## src/rtl/adcseq_pkg.sv

```systemverilog
package adcseq_pkg;

  localparam int NCH     = 16;
  localparam int CHW     = $clog2(NCH);
  localparam int DW      = 12;
  localparam int FW      = 16;
  localparam int GPIO_W  = FW - DW;

  // command field positions
  localparam int OP_HI   = 15;
  localparam int OP_LO   = 12;
  localparam int B_WREN  = 11;
  localparam int B_RESTART = 10;
  localparam int CH_HI   = 10;
  localparam int CH_LO   = 7;
  localparam int TOP_HI  = 9;
  localparam int TOP_LO  = 6;
  localparam int B_RANGE = 6;
  localparam int B_PD    = 5;
  localparam int B_FMT   = 4;

  localparam logic [3:0] OP_KEEP      = 4'b0000;
  localparam logic [3:0] OP_DIRECT    = 4'b0001;
  localparam logic [3:0] OP_MASKSEQ   = 4'b0010;
  localparam logic [3:0] OP_SPANSEQ   = 4'b0011;
  localparam logic [3:0] OP_ARM_MASK  = 4'b1000;
  localparam logic [3:0] OP_SET_TOP   = 4'b1001;

  typedef enum logic [1:0] {
    MD_DIRECT  = 2'd0,
    MD_MASKSEQ = 2'd1,
    MD_SPANSEQ = 2'd2
  } seq_mode_e;

  function automatic logic [CHW-1:0] lowest_set(input logic [NCH-1:0] m);
    logic [CHW-1:0] r;
    r = '0;
    for (int i = NCH - 1; i >= 0; i--)
      if (m[i]) r = CHW'(i);
    return r;
  endfunction

  function automatic logic [CHW-1:0] next_set(input logic [NCH-1:0] m,
                                              input logic [CHW-1:0] cur);
    logic [CHW-1:0] r;
    logic           hit;
    r   = '0;
    hit = 1'b0;
    for (int k = 1; k <= NCH; k++) begin
      if (!hit && m[(int'(cur) + k) % NCH]) begin
        r   = CHW'((int'(cur) + k) % NCH);
        hit = 1'b1;
      end
    end
    return r;
  endfunction

  function automatic logic [CHW-1:0] next_span(input logic [CHW-1:0] cur,
                                               input logic [CHW-1:0] top);
    return (cur >= top) ? '0 : cur + CHW'(1);
  endfunction

  function automatic logic [FW-1:0] pack_word(input logic              valid,
                                              input logic              use_gpio,
                                              input logic [GPIO_W-1:0] gpio,
                                              input logic [CHW-1:0]    ch,
                                              input logic [DW-1:0]     data);
    logic [GPIO_W-1:0] head;
    head = use_gpio ? gpio : GPIO_W'(ch);
    return valid ? {head, data} : '0;
  endfunction

endpackage

```

## src/rtl/adcseq_serial.sv

```systemverilog
module adcseq_serial
  import adcseq_pkg::*;
#(
  parameter int WORD_W = FW
) (
  input  logic              clk,
  input  logic              rst_n,
  input  logic              sel_n,
  input  logic              sck,
  input  logic              mosi,
  input  logic [WORD_W-1:0] load_word,
  output logic              miso,
  output logic              frame_start,
  output logic              frame_done,
  output logic              pd_edge,
  output logic [WORD_W-1:0] cmd_word
);

  localparam int CNT_W = $clog2(WORD_W + 2);
  localparam logic [CNT_W-1:0] LAST_RISE = CNT_W'(WORD_W - 1);
  localparam logic [CNT_W-1:0] FULL      = CNT_W'(WORD_W);
  localparam logic [CNT_W-1:0] SPENT     = CNT_W'(WORD_W + 1);

  logic              sel_q, sck_q;
  logic              in_frame, sck_rise, sck_fall;
  logic [CNT_W-1:0]  nbit_q;
  logic [WORD_W-2:0] rx_q;
  logic [WORD_W-1:0] tx_q;

  assign frame_start = sel_q & ~sel_n;
  assign in_frame    = ~sel_n & ~sel_q;
  assign sck_rise    = in_frame & sck & ~sck_q;
  assign sck_fall    = in_frame & ~sck & sck_q;
  assign frame_done  = sck_rise && (nbit_q == LAST_RISE);
  assign pd_edge     = sck_fall && (nbit_q == FULL);
  assign cmd_word    = {rx_q, mosi};
  assign miso        = tx_q[WORD_W-1];

  always_ff @(posedge clk or negedge rst_n) begin
    if (!rst_n) begin
      sel_q  <= 1'b1;
      sck_q  <= 1'b0;
      nbit_q <= '0;
      rx_q   <= '0;
      tx_q   <= '0;
    end else begin
      sel_q <= sel_n;
      sck_q <= sck;
      if (frame_start) begin
        nbit_q <= '0;
        tx_q   <= load_word;
      end else begin
        if (sck_rise && nbit_q < FULL) begin
          rx_q   <= {rx_q[WORD_W-3:0], mosi};
          nbit_q <= nbit_q + CNT_W'(1);
        end
        if (sck_fall && nbit_q != '0 && nbit_q <= FULL) begin
          tx_q <= {tx_q[WORD_W-2:0], 1'b0};
          if (nbit_q == FULL) nbit_q <= SPENT;
        end
      end
    end
  end

endmodule

```

## src/rtl/adcseq_ctrl.sv

```systemverilog
module adcseq_ctrl
  import adcseq_pkg::*;
#(
  parameter int NUM_CH = NCH
) (
  input  logic                      clk,
  input  logic                      rst_n,
  input  logic                      frame_start,
  input  logic                      frame_done,
  input  logic                      pd_edge,
  input  logic [FW-1:0]             cmd_word,
  output logic [$clog2(NUM_CH)-1:0] mux_ch,
  output logic                      range_x2,
  output logic                      fmt_gpio,
  output logic                      pwr_down,
  output seq_mode_e                 mode_q,
  output logic                      armed_q,
  output logic [NUM_CH-1:0]         mask_q
);

  localparam int SW = $clog2(NUM_CH);

  logic [SW-1:0] ch_q, top_q, ch_d, top_d, step_ch;
  logic [NUM_CH-1:0] mask_d;
  seq_mode_e     mode_d;
  logic          arm_d, wr_set;
  logic          rng_q, pd_q, fmt_q, pd_frame_q, pwr_q;
  logic [3:0]    op;
  logic          fresh;

  assign op = cmd_word[OP_HI:OP_LO];

  always_comb begin
    unique case (mode_q)
      MD_MASKSEQ: step_ch = next_set(mask_q, ch_q);
      MD_SPANSEQ: step_ch = next_span(ch_q, top_q);
      default:    step_ch = ch_q;
    endcase
  end

  always_comb begin
    mode_d = mode_q;
    ch_d   = step_ch;
    mask_d = mask_q;
    top_d  = top_q;
    arm_d  = 1'b0;
    wr_set = 1'b0;
    fresh  = cmd_word[B_RESTART];
    if (armed_q) begin
      mask_d = cmd_word[NUM_CH-1:0];
    end else begin
      unique case (op)
        OP_DIRECT: begin
          mode_d = MD_DIRECT;
          ch_d   = cmd_word[CH_HI:CH_LO];
          wr_set = cmd_word[B_WREN];
        end
        OP_MASKSEQ: begin
          fresh  = cmd_word[B_RESTART] || (mode_q != MD_MASKSEQ);
          mode_d = MD_MASKSEQ;
          ch_d   = fresh ? lowest_set(mask_q) : next_set(mask_q, ch_q);
          wr_set = cmd_word[B_WREN];
        end
        OP_SPANSEQ: begin
          fresh  = cmd_word[B_RESTART] || (mode_q != MD_SPANSEQ);
          mode_d = MD_SPANSEQ;
          ch_d   = fresh ? '0 : next_span(ch_q, top_q);
          wr_set = cmd_word[B_WREN];
        end
        OP_ARM_MASK: arm_d = 1'b1;
        OP_SET_TOP:  top_d = cmd_word[TOP_HI:TOP_LO];
        default: ;
      endcase
    end
  end

  always_ff @(posedge clk or negedge rst_n) begin
    if (!rst_n) begin
      mode_q  <= MD_DIRECT;
      ch_q    <= '0;
      mask_q  <= '1;
      top_q   <= SW'(NUM_CH - 1);
      armed_q <= 1'b0;
      rng_q   <= 1'b0;
      pd_q    <= 1'b0;
      fmt_q   <= 1'b0;
    end else if (frame_done) begin
      mode_q  <= mode_d;
      ch_q    <= ch_d;
      mask_q  <= mask_d;
      top_q   <= top_d;
      armed_q <= arm_d;
      if (wr_set) begin
        rng_q <= cmd_word[B_RANGE];
        pd_q  <= cmd_word[B_PD];
        fmt_q <= cmd_word[B_FMT];
      end
    end
  end

  always_ff @(posedge clk or negedge rst_n) begin
    if (!rst_n) begin
      pd_frame_q <= 1'b0;
      pwr_q      <= 1'b0;
    end else begin
      if (frame_start) pd_frame_q <= pd_q;
      if (pd_edge)     pwr_q      <= pd_frame_q;
    end
  end

  assign mux_ch   = ch_q;
  assign range_x2 = rng_q;
  assign fmt_gpio = fmt_q;
  assign pwr_down = pwr_q;

endmodule

```

## src/rtl/adcseq_pipe.sv

```systemverilog
module adcseq_pipe
  import adcseq_pkg::*;
#(
  parameter int DATA_W = DW
) (
  input  logic              clk,
  input  logic              rst_n,
  input  logic              frame_start,
  input  logic              frame_done,
  input  logic [CHW-1:0]    mux_ch,
  input  logic [DATA_W-1:0] conv_data,
  input  logic [GPIO_W-1:0] gpio_in,
  input  logic              fmt_gpio,
  output logic [FW-1:0]     out_word,
  output logic              res_valid
);

  logic [CHW-1:0]    stg_ch_q, res_ch_q;
  logic [DATA_W-1:0] stg_data_q, res_data_q;

  // stage 1: sample taken as the frame opens
  always_ff @(posedge clk or negedge rst_n) begin
    if (!rst_n) begin
      stg_ch_q   <= '0;
      stg_data_q <= '0;
    end else if (frame_start) begin
      stg_ch_q   <= mux_ch;
      stg_data_q <= conv_data;
    end
  end

  // stage 2: result kept for the next frame, only on a complete frame
  always_ff @(posedge clk or negedge rst_n) begin
    if (!rst_n) begin
      res_ch_q   <= '0;
      res_data_q <= '0;
      res_valid  <= 1'b0;
    end else if (frame_done) begin
      res_ch_q   <= stg_ch_q;
      res_data_q <= stg_data_q;
      res_valid  <= 1'b1;
    end
  end

  assign out_word = pack_word(res_valid, fmt_gpio, gpio_in, res_ch_q, res_data_q);

endmodule

```

## src/rtl/adcseq_core.sv

```systemverilog
module adcseq_core
  import adcseq_pkg::*;
(
  input  logic              clk,
  input  logic              rst_n,
  input  logic              sel_n,
  input  logic              sck,
  input  logic              mosi,
  output logic              miso,
  input  logic [GPIO_W-1:0] gpio_in,
  input  logic [DW-1:0]     conv_data,
  output logic              conv_start,
  output logic [CHW-1:0]    mux_ch,
  output logic              range_x2,
  output logic              pwr_down
);

  logic            frame_start, frame_done, pd_edge;
  logic [FW-1:0]   cmd_word, out_word;
  logic            fmt_gpio, armed_q, res_valid;
  logic [NCH-1:0]  mask_q;
  seq_mode_e       mode_q;

  adcseq_serial #(.WORD_W(FW)) serial_i (
    .clk        (clk),
    .rst_n      (rst_n),
    .sel_n      (sel_n),
    .sck        (sck),
    .mosi       (mosi),
    .load_word  (out_word),
    .miso       (miso),
    .frame_start(frame_start),
    .frame_done (frame_done),
    .pd_edge    (pd_edge),
    .cmd_word   (cmd_word)
  );

  adcseq_ctrl #(.NUM_CH(NCH)) ctrl_i (
    .clk        (clk),
    .rst_n      (rst_n),
    .frame_start(frame_start),
    .frame_done (frame_done),
    .pd_edge    (pd_edge),
    .cmd_word   (cmd_word),
    .mux_ch     (mux_ch),
    .range_x2   (range_x2),
    .fmt_gpio   (fmt_gpio),
    .pwr_down   (pwr_down),
    .mode_q     (mode_q),
    .armed_q    (armed_q),
    .mask_q     (mask_q)
  );

  adcseq_pipe #(.DATA_W(DW)) pipe_i (
    .clk        (clk),
    .rst_n      (rst_n),
    .frame_start(frame_start),
    .frame_done (frame_done),
    .mux_ch     (mux_ch),
    .conv_data  (conv_data),
    .gpio_in    (gpio_in),
    .fmt_gpio   (fmt_gpio),
    .out_word   (out_word),
    .res_valid  (res_valid)
  );

  assign conv_start = frame_start;

endmodule

```

## config.mk

```make
export PLATFORM = sky130hd
export DESIGN_NAME = adcseq_core
export DESIGN_NICKNAME = d
export VERILOG_FILES = /design/src/rtl/adcseq_pkg.sv /design/src/rtl/adcseq_serial.sv /design/src/rtl/adcseq_ctrl.sv /design/src/rtl/adcseq_pipe.sv /design/src/rtl/adcseq_core.sv
export SDC_FILE = /design/constraint.sdc
export NUM_CORES = 1
export LEC_CHECK = 0
export ABC_AREA = 1
export BUFFER_PORTS_ARGS = -buffer_cell sky130_fd_sc_hd__buf_4
export CORE_UTILIZATION = 50
export DETAILED_ROUTE_END_ITERATION = 6
export PLACE_DENSITY = 0.77
export SYNTH_ARGS = -nofsm -noshare
export SYNTH_HDL_FRONTEND = slang
export SYNTH_SLANG_ARGS = --single-unit
```

## constraint.sdc

```tcl
create_clock -name clk -period 3.1 [get_ports clk]
set_input_delay 0.31 -clock clk [delete_from_list [all_inputs] [get_ports clk]]
set_output_delay 0.31 -clock clk [all_outputs]
set_load 0.05 [all_outputs]
```

==> key figures <==
Run status
  • Status: finished, violations left
  • Violated checks: setup timing

STA
  • Worst-margin pin slew: 1.04 ns
  • Hold_ws: around 0.076 ns
  • Slew Viols, Final: 0
  • RSZ-0062 raised after global routing: yes
  • Tmin final: ~3.2 ns
  • Setup Skew: approximately 0.0051 ns
  • Max-slew headroom: 30.4%
  • Post-route setup slack: -0.110 ns
  • Final period utilization: 104%
  • Endpoints failing hold: 0
  • Final setup viols: 4
  • FMAX: 312 MHz

Pwr
  • Pwr dens: 376 mW/mm^2
  • Total Power: 3120 uW
  • P_leak: 0.00404 uW
  • Worst IR drop on VDD: approximately 0.63 mV

Clocking
  • H-Tree Depth: 3
  • Worst-path clk slew: 0.07 ns
  • Clock sink total: 103
  • Clock tree buffer depth: 2
  • Insertion delay of the later-clocked pin in the worst-skew pair: about 0.35 ns
  • CTS Buf Count: 9
  • CTS tree: done
  • CTS Root Cell: clkbuf_16

Die
  • Die Area: 0.0136 sq mm
  • Initial Util: 51.7%
  • Io pins: 29
  • Die width: 117 microns
  • Core area: 0.0127 sq mm
  • Die Y: 117 microns
  • Num rows: 41

Global routing
  • Largest net degree at the start of global routing: 63
  • GRT Total Usage: 27.3%
  • First-pass GRT wire length: around 29 mm
  • Vias in the first global route: 6018
  • GRT overflow: 0
  • Initial antenna violation count: 0

Cells and area
  • Layout cells sized above 1: 25.0%
  • Final Util: 65.3%
  • Final nets: between 1000 and 1500
  • Layout filler cell count: 1108
  • Non-filler cells in the finished layout: around 1200
  • Ant. Diodes: 0
  • Area Overhead vs Synth: 26.4%

Setup path
  • Reg2reg start: ctrl_i.mux_ch[1]
  • Flop-to-flop setup slack: -0.11 ns
  • Worst R2R End: ctrl_i.mux_ch[0]
  • Crit path buf inv count: 3
  • Most common cell on crit path: nand4_4
  • Crit Path Class: flip-flop to flip-flop
  • CP cell instances: inv_6 -> ha_4 -> buf_6 -> nand3_1 -> nand3_1 -> nand2_2 -> o21ai_4 -> nand4_4 -> nor2_4 -> nand4_4 -> nor2_8 -> nand4_4 -> nor2_4 -> nand2_2 -> clkinv_2 -> nand2_4 -> o31ai_4 -> a21oi_1 -> nand2_1 -> nand2_1
  • CP Data Required Time: between 3 and 4 ns
  • CP Launch Point: ctrl_i.mux_ch[1]
  • R2r worst-path depth: 20
  • Crit path launch type: flip-flop
  • CP peak stage delay: 0.51 ns
  • Crit-path max FO: 7
  • Critical path arrival: 3.45 ns
  • CP delay by family, top: simple AND/OR/NAND/NOR gates
  • Crit end category: flip-flop
  • Slowest library cell on the worst path: dfrtp_4

Routing
  • Pre-antenna DRT Iters: 6
  • Vias post-DR: roughly 6400
  • Wire per inst: between 10 and 15 microns
  • Routed Antenna Nets: 0
  • WL final: 17.3 mm
  • Drt via density: approximately 5.3
  • DRC: 0
  • Iter 0 DRT Violations: 477

Flow run
  • Max cap viols: 0

Placement
  • Port bufs: 28
  • DP Worst Slack: -0.229 ns
  • Hpwl dp: 12.5 mm
  • Gpl congestion: 0.938
  • Placed Cells: 1165

Logic synthesis
  • Synthesized Nets: 957
  • Cells after Synth: 919
  • Syn_area_per_cell: a little over 7 sq um
  • Synth top area cells: dfrtp_1 31%, nand2_1 15%, nand3_1 9.0%
  • Mapped cell area: 0.00658 sq mm
  • Synth cell types: 45
  • Yosys top cell area share: 31.2%
  • Yosys warns: 0
  • Seq/Total Area, Yosys: 39.6%
  • Area leader, netlist: dfrtp_1
  • #FFs+latches synth: just over 100

Worst hold path
  • Worst hold stages: 1
  • HP Class: input pin to flip-flop
  • HP Start: sck
  • Hold worst-path end: serial_i.sck_q
[cell usage in the layout (no fill, tap or decap), drive strengths merged, types with 17 or more instances in the layout]
master,count
dfstp,21
nor2,71
buf,126
dfrtp,82
inv,119
o21ai,94
nand3,118
ha,17
a21oi,22
nand2,273
[kinds of logic after synthesis]
logic type | share of synthesized area, %
buffers and inverters | 9.42
multiplexers | 0.780
XOR/XNOR | 1.85
AO/OA/AOI/OAI | 12.3
adder cells (fa/ha/maj) | 3.23
flip-flops | 39.6
AND/OR/NAND/NOR | 32.8
[flip-flops by register name, indices dropped and copies added (netlist names)]
name               count
pipe_i.stg_ch_q        4
ctrl_i.pd_q            1
ctrl_i.mode_q          2
pipe_i.stg_data_q     12
ctrl_i.armed_q         1
ctrl_i.fmt_gpio        1
serial_i.sck_q         1
ctrl_i.pd_frame_q      1
ctrl_i.range_x2        1
ctrl_i.mask_q         16
pipe_i.res_valid       1
pipe_i.res_ch_q        4
ctrl_i.pwr_down        1
serial_i.rx_q         15
ctrl_i.mux_ch          4
serial_i.nbit_q        5
serial_i.tx_q         16
ctrl_i.top_q           4
serial_i.sel_q         1
pipe_i.res_data_q     12
[cell type report]
type	instances	area, sq um	share of cell area [%]
flip-flops and latches	103	2610	31.4
repair buffers	127	1010	12.2
clock inverters	7	126	1.52
multi-input cells	664	3640	43.8
inverters	120	482	5.79
clock buffers	9	225	2.71
well taps	172	215	2.59
[metal layers]
| metal | global-route usage, % | up-vias | wire length [microns] | share of wire (%) |
|---|---|---|---|---|
| li1 | - | 3192 | - | - |
| met1 | 33.9 | 2973 | 7350 | 43 |
| met2 | 47.5 | 206 | 8610 | 50 |
| met3 | 3.84 | 47 | 768 | 4.4 |
| met4 | 11.6 | 0 | 534 | 3.1 |
| met5 | 0 | - | 0 | 0 |
[synthesized netlist by cell type]
cell type  count
ha_1          17
buf_2          6
o31ai_1        2
nand2_1      265
xor2_1         5
buf_6          5
o21ai_0       91
nand2_4        3
nor2_1        67
nand3_1      118
inv_2          2
a311oi_1       1
a21oi_1       21
nand2_2        5
clkbuf_1      20
xnor2_1        2
dfrtp_1       82
inv_1        115
a221oi_1       4
a21oi_4        1
buf_1          1
o21a_1         6
or2_2          1
o21ai_1        2
xor2_2         2
clkinv_1       1
mux2_2         1
xor2_4         1
o21ai_2        1
nor3_1         6
nor4_1         2
o31ai_4        1
nand4_2        1
nor2_4         2
inv_4          1
dfstp_2       21
nor2_8         2
mux2i_1        4
and2_1         1
a31oi_1       12
a22oi_1        1
a2111oi_0      1
clkinv_2       1
nand4_4        2
nand4_1       13
[worst register-to-register path: stages, from the launching register on]
cell and delay [ns]:
dfrtp_4 0.51, inv_6 0.06, ha_4 0.34, buf_6 0.13, nand3_1 0.10, nand3_1 0.13, nand2_2 0.10, o21ai_4 0.20
nand4_4 0.12, nor2_4 0.13, nand4_4 0.13, nor2_8 0.16, nand4_4 0.12, nor2_4 0.12, nand2_2 0.07, clkinv_2 0.07
nand2_4 0.06, o31ai_4 0.32, a21oi_1 0.10, nand2_1 0.09, nand2_1 0.05
[stage by stage]
stage	cell area, sq um	TNS [ns]
after floorplan	6660	-1.18
after global placement	7520	-0.645
after detailed placement	7520	-0.888
after CTS	8180	-0.142
after global routing	8310	-1.03
final	8310	-0.393
[worst max-delay path by stage]
| stage | cells past startpoint | slack, ns | endpoint |
|---|---|---|---|
| 6_report | 20 | -0.11 | ctrl_i.mux_ch[0] |
| 5_1_grt | 25 | -0.29 | ctrl_i.mux_ch[1] |
| 4_1_cts | 29 | -0.05 | ctrl_i.mux_ch[2] |
| 3_5_place_dp | 20 | -0.23 | ctrl_i.mux_ch[1] |
| 3_3_place_gp | 20 | -0.17 | ctrl_i.mux_ch[0] |
| 2_1_floorplan | 25 | -0.30 | ctrl_i.mux_ch[0] |
[report_power, final]
part	leakage (uW)	switching, uW	total, uW	internal (uW)
registers	0.00125	72.4	1530	1460
logic	0.00262	181	277	96.1
clock network	0.000169	515	1310	800
[timing repair]
item / in CTS / in global routing
endpoints found under the hold margin: 41 / 0
hold buffers: 1 / 0
pin swaps: 32 / 23
buffers inserted: 15 / 5
resized for setup: 52 / 30
setup endpoints to repair: 4 / 4
No activity file was read; power rests on OpenSTA's default activity.
